<file path="src/rtl/hexser_pkg.sv">
package hexser_pkg;

  // Strobes that the controller sends to the datapath.
  typedef struct packed {
    logic load;     // capture a fresh input word
    logic advance;  // one character accepted, step to the next nibble
  } hexStrobe_t;

endpackage

</file>
<file path="src/rtl/hexser_dp.sv">
module hexser_dp
  import hexser_pkg::*;
#(
  parameter int WORD_W = 32,
  parameter int NIB_W  = 4,
  parameter int CHAR_W = 8
) (
  input  logic              clk,
  input  logic              rst,
  input  hexStrobe_t        strobe,
  input  logic [WORD_W-1:0] inWord,
  output logic [CHAR_W-1:0] outChar
);

  localparam int DIGITS = WORD_W / NIB_W;
  localparam int STEP_W = $clog2(DIGITS + 1);
  localparam logic [WORD_W-1:0] NIB_MASK   = {{(WORD_W-NIB_W){1'b0}}, {NIB_W{1'b1}}};
  localparam logic [CHAR_W-1:0] DIGIT_BASE = CHAR_W'(8'h30);
  localparam logic [CHAR_W-1:0] LETTER_OFS = CHAR_W'(55);
  localparam logic [NIB_W-1:0]  FIRST_LTR  = NIB_W'(10);

  logic [WORD_W-1:0] heldWord;
  logic [WORD_W-1:0] rotWord;
  logic [WORD_W-1:0] maskedWord;
  logic [NIB_W-1:0]  nib;
  logic [CHAR_W-1:0] nibExt;

  // The next digit is the top nibble, which a left rotation brings to the bottom.
  always_comb begin
    rotWord    = {heldWord[WORD_W-NIB_W-1:0], heldWord[WORD_W-1 -: NIB_W]};
    maskedWord = rotWord & NIB_MASK;
    nib        = maskedWord[NIB_W-1:0];
    nibExt     = {{(CHAR_W-NIB_W){1'b0}}, nib};
    if (nib < FIRST_LTR) outChar = nibExt | DIGIT_BASE;
    else                 outChar = nibExt + LETTER_OFS;
  end

  always_ff @(posedge clk) begin
    if (rst)                 heldWord <= '0;
    else if (strobe.load)    heldWord <= inWord;
    else if (strobe.advance) heldWord <= rotWord;
  end

  // Shadow state that exists only for the restore check.
  logic [WORD_W-1:0] shadowWord;
  logic [STEP_W-1:0] stepCount;
  always_ff @(posedge clk) begin
    if (rst) begin
      shadowWord <= '0;
      stepCount  <= '0;
    end else if (strobe.load) begin
      shadowWord <= inWord;
      stepCount  <= '0;
    end else if (strobe.advance) begin
      stepCount  <= stepCount + STEP_W'(1);
    end
  end

  // a full turn of rotations returns the captured word
  a_r3_word_restored: assert property (@(posedge clk) disable iff (rst)
    (stepCount == STEP_W'(DIGITS)) |-> (heldWord == shadowWord));

  // only hex digit characters can appear
  always_comb begin
    if (!rst) begin
      a_r4_r5_charset: assert ((outChar >= CHAR_W'(8'h30) && outChar <= CHAR_W'(8'h39)) ||
                               (outChar >= CHAR_W'(8'h41) && outChar <= CHAR_W'(8'h46)));
    end
  end

endmodule

</file>
<file path="src/rtl/hexser_ctrl.sv">
module hexser_ctrl
  import hexser_pkg::*;
#(
  parameter int DIGITS = 8
) (
  input  logic       clk,
  input  logic       rst,
  input  logic       inValid,
  input  logic       outReady,
  output logic       inReady,
  output logic       outValid,
  output logic       outLast,
  output hexStrobe_t strobe
);

  localparam int CNT_W = (DIGITS > 1) ? $clog2(DIGITS) : 1;
  localparam logic [CNT_W-1:0] LAST_IDX = CNT_W'(DIGITS - 1);

  logic             busy;
  logic [CNT_W-1:0] charCount;

  always_comb begin
    inReady        = !busy;
    outValid       = busy;
    outLast        = busy && (charCount == LAST_IDX);
    strobe.load    = inValid && !busy;
    strobe.advance = busy && outReady;
  end

  always_ff @(posedge clk) begin
    if (rst) begin
      busy      <= 1'b0;
      charCount <= '0;
    end else if (strobe.load) begin
      busy      <= 1'b1;
      charCount <= '0;
    end else if (strobe.advance) begin
      if (charCount == LAST_IDX) begin
        busy      <= 1'b0;
        charCount <= '0;
      end else begin
        charCount <= charCount + CNT_W'(1);
      end
    end
  end

  // a capture starts the stream at the first character
  a_r2_capture_starts: assert property (@(posedge clk) disable iff (rst)
    (inValid && inReady) |=> (outValid && !inReady && charCount == '0));

  // each accepted non-final character steps the count by one
  a_r3_count_step: assert property (@(posedge clk) disable iff (rst)
    (outValid && outReady && !outLast) |=> (charCount == $past(charCount) + CNT_W'(1)));

  // acceptance of the final character returns to idle
  a_r7_last_then_idle: assert property (@(posedge clk) disable iff (rst)
    (outValid && outReady && outLast) |=> (!outValid && inReady));

  // the stream is not cut short by anything but the final acceptance
  a_r8_stream_continues: assert property (@(posedge clk) disable iff (rst)
    (outValid && !(outReady && outLast)) |=> outValid);

endmodule

</file>
<file path="src/rtl/hexser_top.sv">
module hexser_top
  import hexser_pkg::*;
#(
  parameter int WORD_W = 32
) (
  input  logic              clk,
  input  logic              rst,
  input  logic              inValid,
  input  logic [WORD_W-1:0] inWord,
  output logic              inReady,
  output logic              outValid,
  output logic [7:0]        outChar,
  output logic              outLast,
  input  logic              outReady
);

  localparam int NIB_W  = 4;
  localparam int DIGITS = WORD_W / NIB_W;

  hexStrobe_t strobe;

  hexser_ctrl #(.DIGITS(DIGITS)) ctrl_i (
    .clk      (clk),
    .rst      (rst),
    .inValid  (inValid),
    .outReady (outReady),
    .inReady  (inReady),
    .outValid (outValid),
    .outLast  (outLast),
    .strobe   (strobe)
  );

  hexser_dp #(.WORD_W(WORD_W), .NIB_W(NIB_W), .CHAR_W(8)) dp_i (
    .clk     (clk),
    .rst     (rst),
    .strobe  (strobe),
    .inWord  (inWord),
    .outChar (outChar)
  );

  // a stalled character stays put
  a_r6_hold_stalled: assert property (@(posedge clk) disable iff (rst)
    (outValid && !outReady) |=> (outValid && $stable(outChar) && $stable(outLast)));

endmodule

</file>
<file path="config.mk">
export PLATFORM = sky130hd
export DESIGN_NAME = hexser_top
export DESIGN_NICKNAME = d
export VERILOG_FILES = /design/src/rtl/hexser_pkg.sv /design/src/rtl/hexser_dp.sv /design/src/rtl/hexser_ctrl.sv /design/src/rtl/hexser_top.sv
export SDC_FILE = /design/constraint.sdc
export NUM_CORES = 1
export LEC_CHECK = 0
export BUFFER_PORTS_ARGS = -buffer_cell sky130_fd_sc_hd__buf_2
export CAP_MARGIN = 30
export CORE_MARGIN = 4
export CORE_UTILIZATION = 47
export CTS_CLUSTER_SIZE = 10
export DETAILED_ROUTE_END_ITERATION = 8
export HOLD_SLACK_MARGIN = 0.12
export PLACE_DENSITY = 0.75
export RECOVER_POWER = 25
export SETUP_SLACK_MARGIN = 0.5
export SLEW_MARGIN = 20
export SYNTH_ARGS = -nofsm -noshare
export SYNTH_HDL_FRONTEND = slang
export SYNTH_HIERARCHICAL = 1
export SYNTH_SLANG_ARGS = --single-unit
</file>
<file path="constraint.sdc">
create_clock -name clk -period 1.2 [get_ports clk]
set_input_delay 0.12 -clock clk [delete_from_list [all_inputs] [get_ports clk]]
set_output_delay 0.12 -clock clk [all_outputs]
set_load 0.03 [all_outputs]
</file>
==> results.py <==
metrics = {
    "run_status": {
        "status": "complete, but fails checks",
        "violations": "setup timing",
    },
    "clocking": {
        "h-tree-depth": 2,
        "cts_root_buffer": "clkbuf_8",
        "cts_buffers": 5,
        "cts_tree": "built",
        "cts.clk_slew.worst_paths_ns": 0.08,
        "cts.path.max_buffers": 2,
        "clock_latency_ns": 0.29,
        "cts_sinks": 36,
    },
    "sta": {
        "setup_ws_ns": -0.3075,
        "post-route-min-period_ns": 1.507,
        "finalSetupViolCount": 42,
        "final-hold-violation-count": 0,
        "fmax_ghz": 0.6634,
        "skew_ns": 0.01003,
        "setup_tns_ns": -8.186,
        "rsz0062_at_grt": "true",
        "whs_ns": 0.1317,
        "fin_crit_sh": 1.256,
        "drv_slew": 0,
    },
    "worst_setup_path": {
        "cp.arrival_ns": 1.39,
        "reg2reg_from": "ctrl_i/outValid",
        "critPathKind": "reg2out",
        "worstPathRequired_ns": 1.08,
        "critPathCapture": "outChar[2]",
        "cp-end-kind": "primary output",
        "cp_max_fo": 3,
        "reg2reg_to": "dp_i/heldWord[1]",
        "r2r_slack_ns": -0.29,
        "reg2reg_depth": 5,
        "startpoint": "dp_i/heldWord[29]",
        "setup.worst_path.start_class": "flip-flop",
    },
    "logic_synthesis": {
        "syn_area_um2": 1818,
        "synthXorXnorAreaFrac": 0.004818,
        "synth-compound-area-share": 0.1693,
        "syn_area_per_cell_um2": 9.934,
        "ys_seq_area_frac": 0.3964,
        "synthCells": 183,
        "ys_ff_latch": 36,
        "synthMuxAreaShare": 0.1879,
        "synth-simple-area-share": 0.1452,
        "synth_cell_types": 25,
        "yosysWarnings": 6,
        "syn_nets": 222,
        "synth_top_family_by_area": "multiplexers",
        "yosys.area_share.adder": 0.02065,
    },
    "routing": {
        "dr_total_vias": 1769,
        "wl_per_cell_um": 23.13,
        "drcViolationCount": 0,
        "drtIter0Drc": 101,
        "drt_wl_total_um": 7148,
        "final_antenna_net_count": 0,
        "via_per_inst": 5.725,
        "first_pass_iters": 4,
    },
    "pwr": {
        "p_int_uw": 2412,
        "power.density_nw_per_um2": 1065,
        "seq_power_share": 0.404,
        "clockPowerShare": 0.283,
        "p_leak_uw": 0.001244,
        "swShare": 0.3090,
        "p_switching_uw": 1079,
        "finalPower_uw": 3491,
        "power_frac_comb": 0.313,
        "vdd_drop_max_mv": 0.9728,
    },
    "finish": {
        "multi_input_area_um2": 1490,
        "regArea_um2": 735.7,
        "drive_gt1_frac": 0.7318,
        "nets": 299,
        "fillers": 157,
        "area_growth_pct": 80.32,
        "design_area_um2": 3278,
        "num_antenna_cells": 0,
    },
    "die": {
        "die_y_um": 70.20,
        "core_area_um2": 3689,
        "ios": 47,
        "std_cell_rows": 22,
        "start_util": 0.4929,
        "die_area_um2": 4927,
        "die_x_um": 70.20,
    },
    "place": {
        "port_buffers": 45,
        "hpwl_um": 2865,
        "placed_area_um2": 2287,
        "place_congestion": 0.7261,
    },
    "run": {
        "maxCapViolCount": 0,
    },
    "global_route": {
        "antenna_found_initial": 0,
        "grt_pass1_wl_um": 9073,
        "grt_pass1_vias": 1763,
        "grt_max_degree": 23,
        "grtUsageTotal": 0.2388,
        "overflow": 0,
    },
    "worst_hold_path": {
        "hold_path.class": "in2reg",
    },
}
-- flip-flops by register name (all words and copies together), names as in the netlist --
register / cells
ctrl_i/charCount: 3
ctrl_i/outValid: 1
dp_i/heldWord: 32
-- cell families after synthesis --
logic type / after synthesis
and+or+nand+nor: 43
muxes: 34
adders and majority gates: 3
buffers and inverters: 21
xor gates and xnor gates: 1
DFF: 36
AOI/OAI and AO/OA: 44
other: 1
-- layer usage --
| metal | global-route usage | share of wire | wire (um) |
|---|---|---|---|
| met2 | 0.4323 | 0.55 | 3912 |
| met4 | 0.08298 | 0.026 | 185 |
| met1 | 0.2724 | 0.38 | 2685 |
| met3 | 0.05468 | 0.051 | 364 |
| met5 | 0 | 0 | 0 |
-- critical path, stage by stage (launching register included) --
cell and delay (ns):
dfxtp_4 0.38, inv_4 0.04, ha_4 0.17, nand2_4 0.05, mux2_4 0.31, buf_6 0.14
-- through the flow --
stage	worst slack (ns)	util	cells
2_1_floorplan	-0.05198	-	183
3_3_place_gp	-0.07118	0.6201	276
3_5_place_dp	-0.1211	0.6201	276
4_1_cts	-0.2676	0.8043	305
5_1_grt	-0.3519	0.8887	309
6_report	-0.3075	0.8887	309
-- how the worst min path moves through the flow --
| stage | start | to | slack, ns | depth (start not counted) |
|---|---|---|---|---|
| after floorplan | rst | ctrl_i/outValid | 0.18 | 1 |
| after global placement | inWord[8] | dp_i/heldWord[8] | 0.42 | 3 |
| after detailed placement | inWord[29] | dp_i/heldWord[29] | 0.42 | 3 |
| after CTS | inWord[29] | dp_i/heldWord[29] | 0.11 | 3 |
| after global routing | inWord[31] | dp_i/heldWord[31] | 0.13 | 3 |
| final | inWord[12] | dp_i/heldWord[12] | 0.13 | 3 |
-- synth_stat cells --
cell | n | area share
a211oi_1 | 34 | 0.14
a21oi_1 | 5 | 0.014
and2_1 | 2 | 0.0069
buf_12 | 1 | 0.011
buf_2 | 1 | 0.0028
buf_4 | 2 | 0.0083
buf_6 | 1 | 0.0062
buf_8 | 2 | 0.017
clkbuf_1 | 9 | 0.019
conb_1 | 1 | 0.0021
dfxtp_1 | 36 | 0.40
ha_1 | 3 | 0.021
inv_1 | 4 | 0.0083
inv_2 | 1 | 0.0021
mux2_2 | 1 | 0.0062
mux2i_1 | 33 | 0.18
nand2_1 | 2 | 0.0041
nor2_1 | 2 | 0.0041
nor2b_1 | 35 | 0.12
nor3b_1 | 1 | 0.0041
o21a_1 | 1 | 0.0041
o21ai_0 | 3 | 0.0083
o21ai_1 | 1 | 0.0028
or4b_1 | 1 | 0.0055
xnor2_1 | 1 | 0.0048
-- timing repair --
item                       CTS  global route
setup endpoints to repair   46            46
resized for setup           83            63
hold endpoints to repair     4             1
setup buffers               15             4
pin swaps                   20            22
cloned                       6             0
-- cell type report --
type	instances	area share
multi-input cells	126	0.4546
repair buffers	86	0.2618
flip-flops and latches	36	0.2244
clock buffers	8	0.03053
well taps	48	0.01832
inverters	5	0.01031
-- placed cells by master, fill, tap and decap left out, types with 6 or more instances in the layout --
cell type,n
mux2i_4,7
buf_2,35
nor2b_2,13
nor2b_4,8
nor2b_1,14
clkbuf_8,7
buf_4,12
buf_12,6
a211oi_2,29
buf_6,26
dfxtp_1,30
buf_16,6
mux2i_1,13
mux2i_2,13
-- power groups by stage --
stage	Combinational, uW	Clock, uW	Sequential (uW)
floorplan	428	0	1370
global placement	586	0	1390
global route	1150	1060	1420
finish	1090	988	1410
CTS	884	962	1360
detailed placement	597	0	1390
Power figures use the tool's default switching activity.
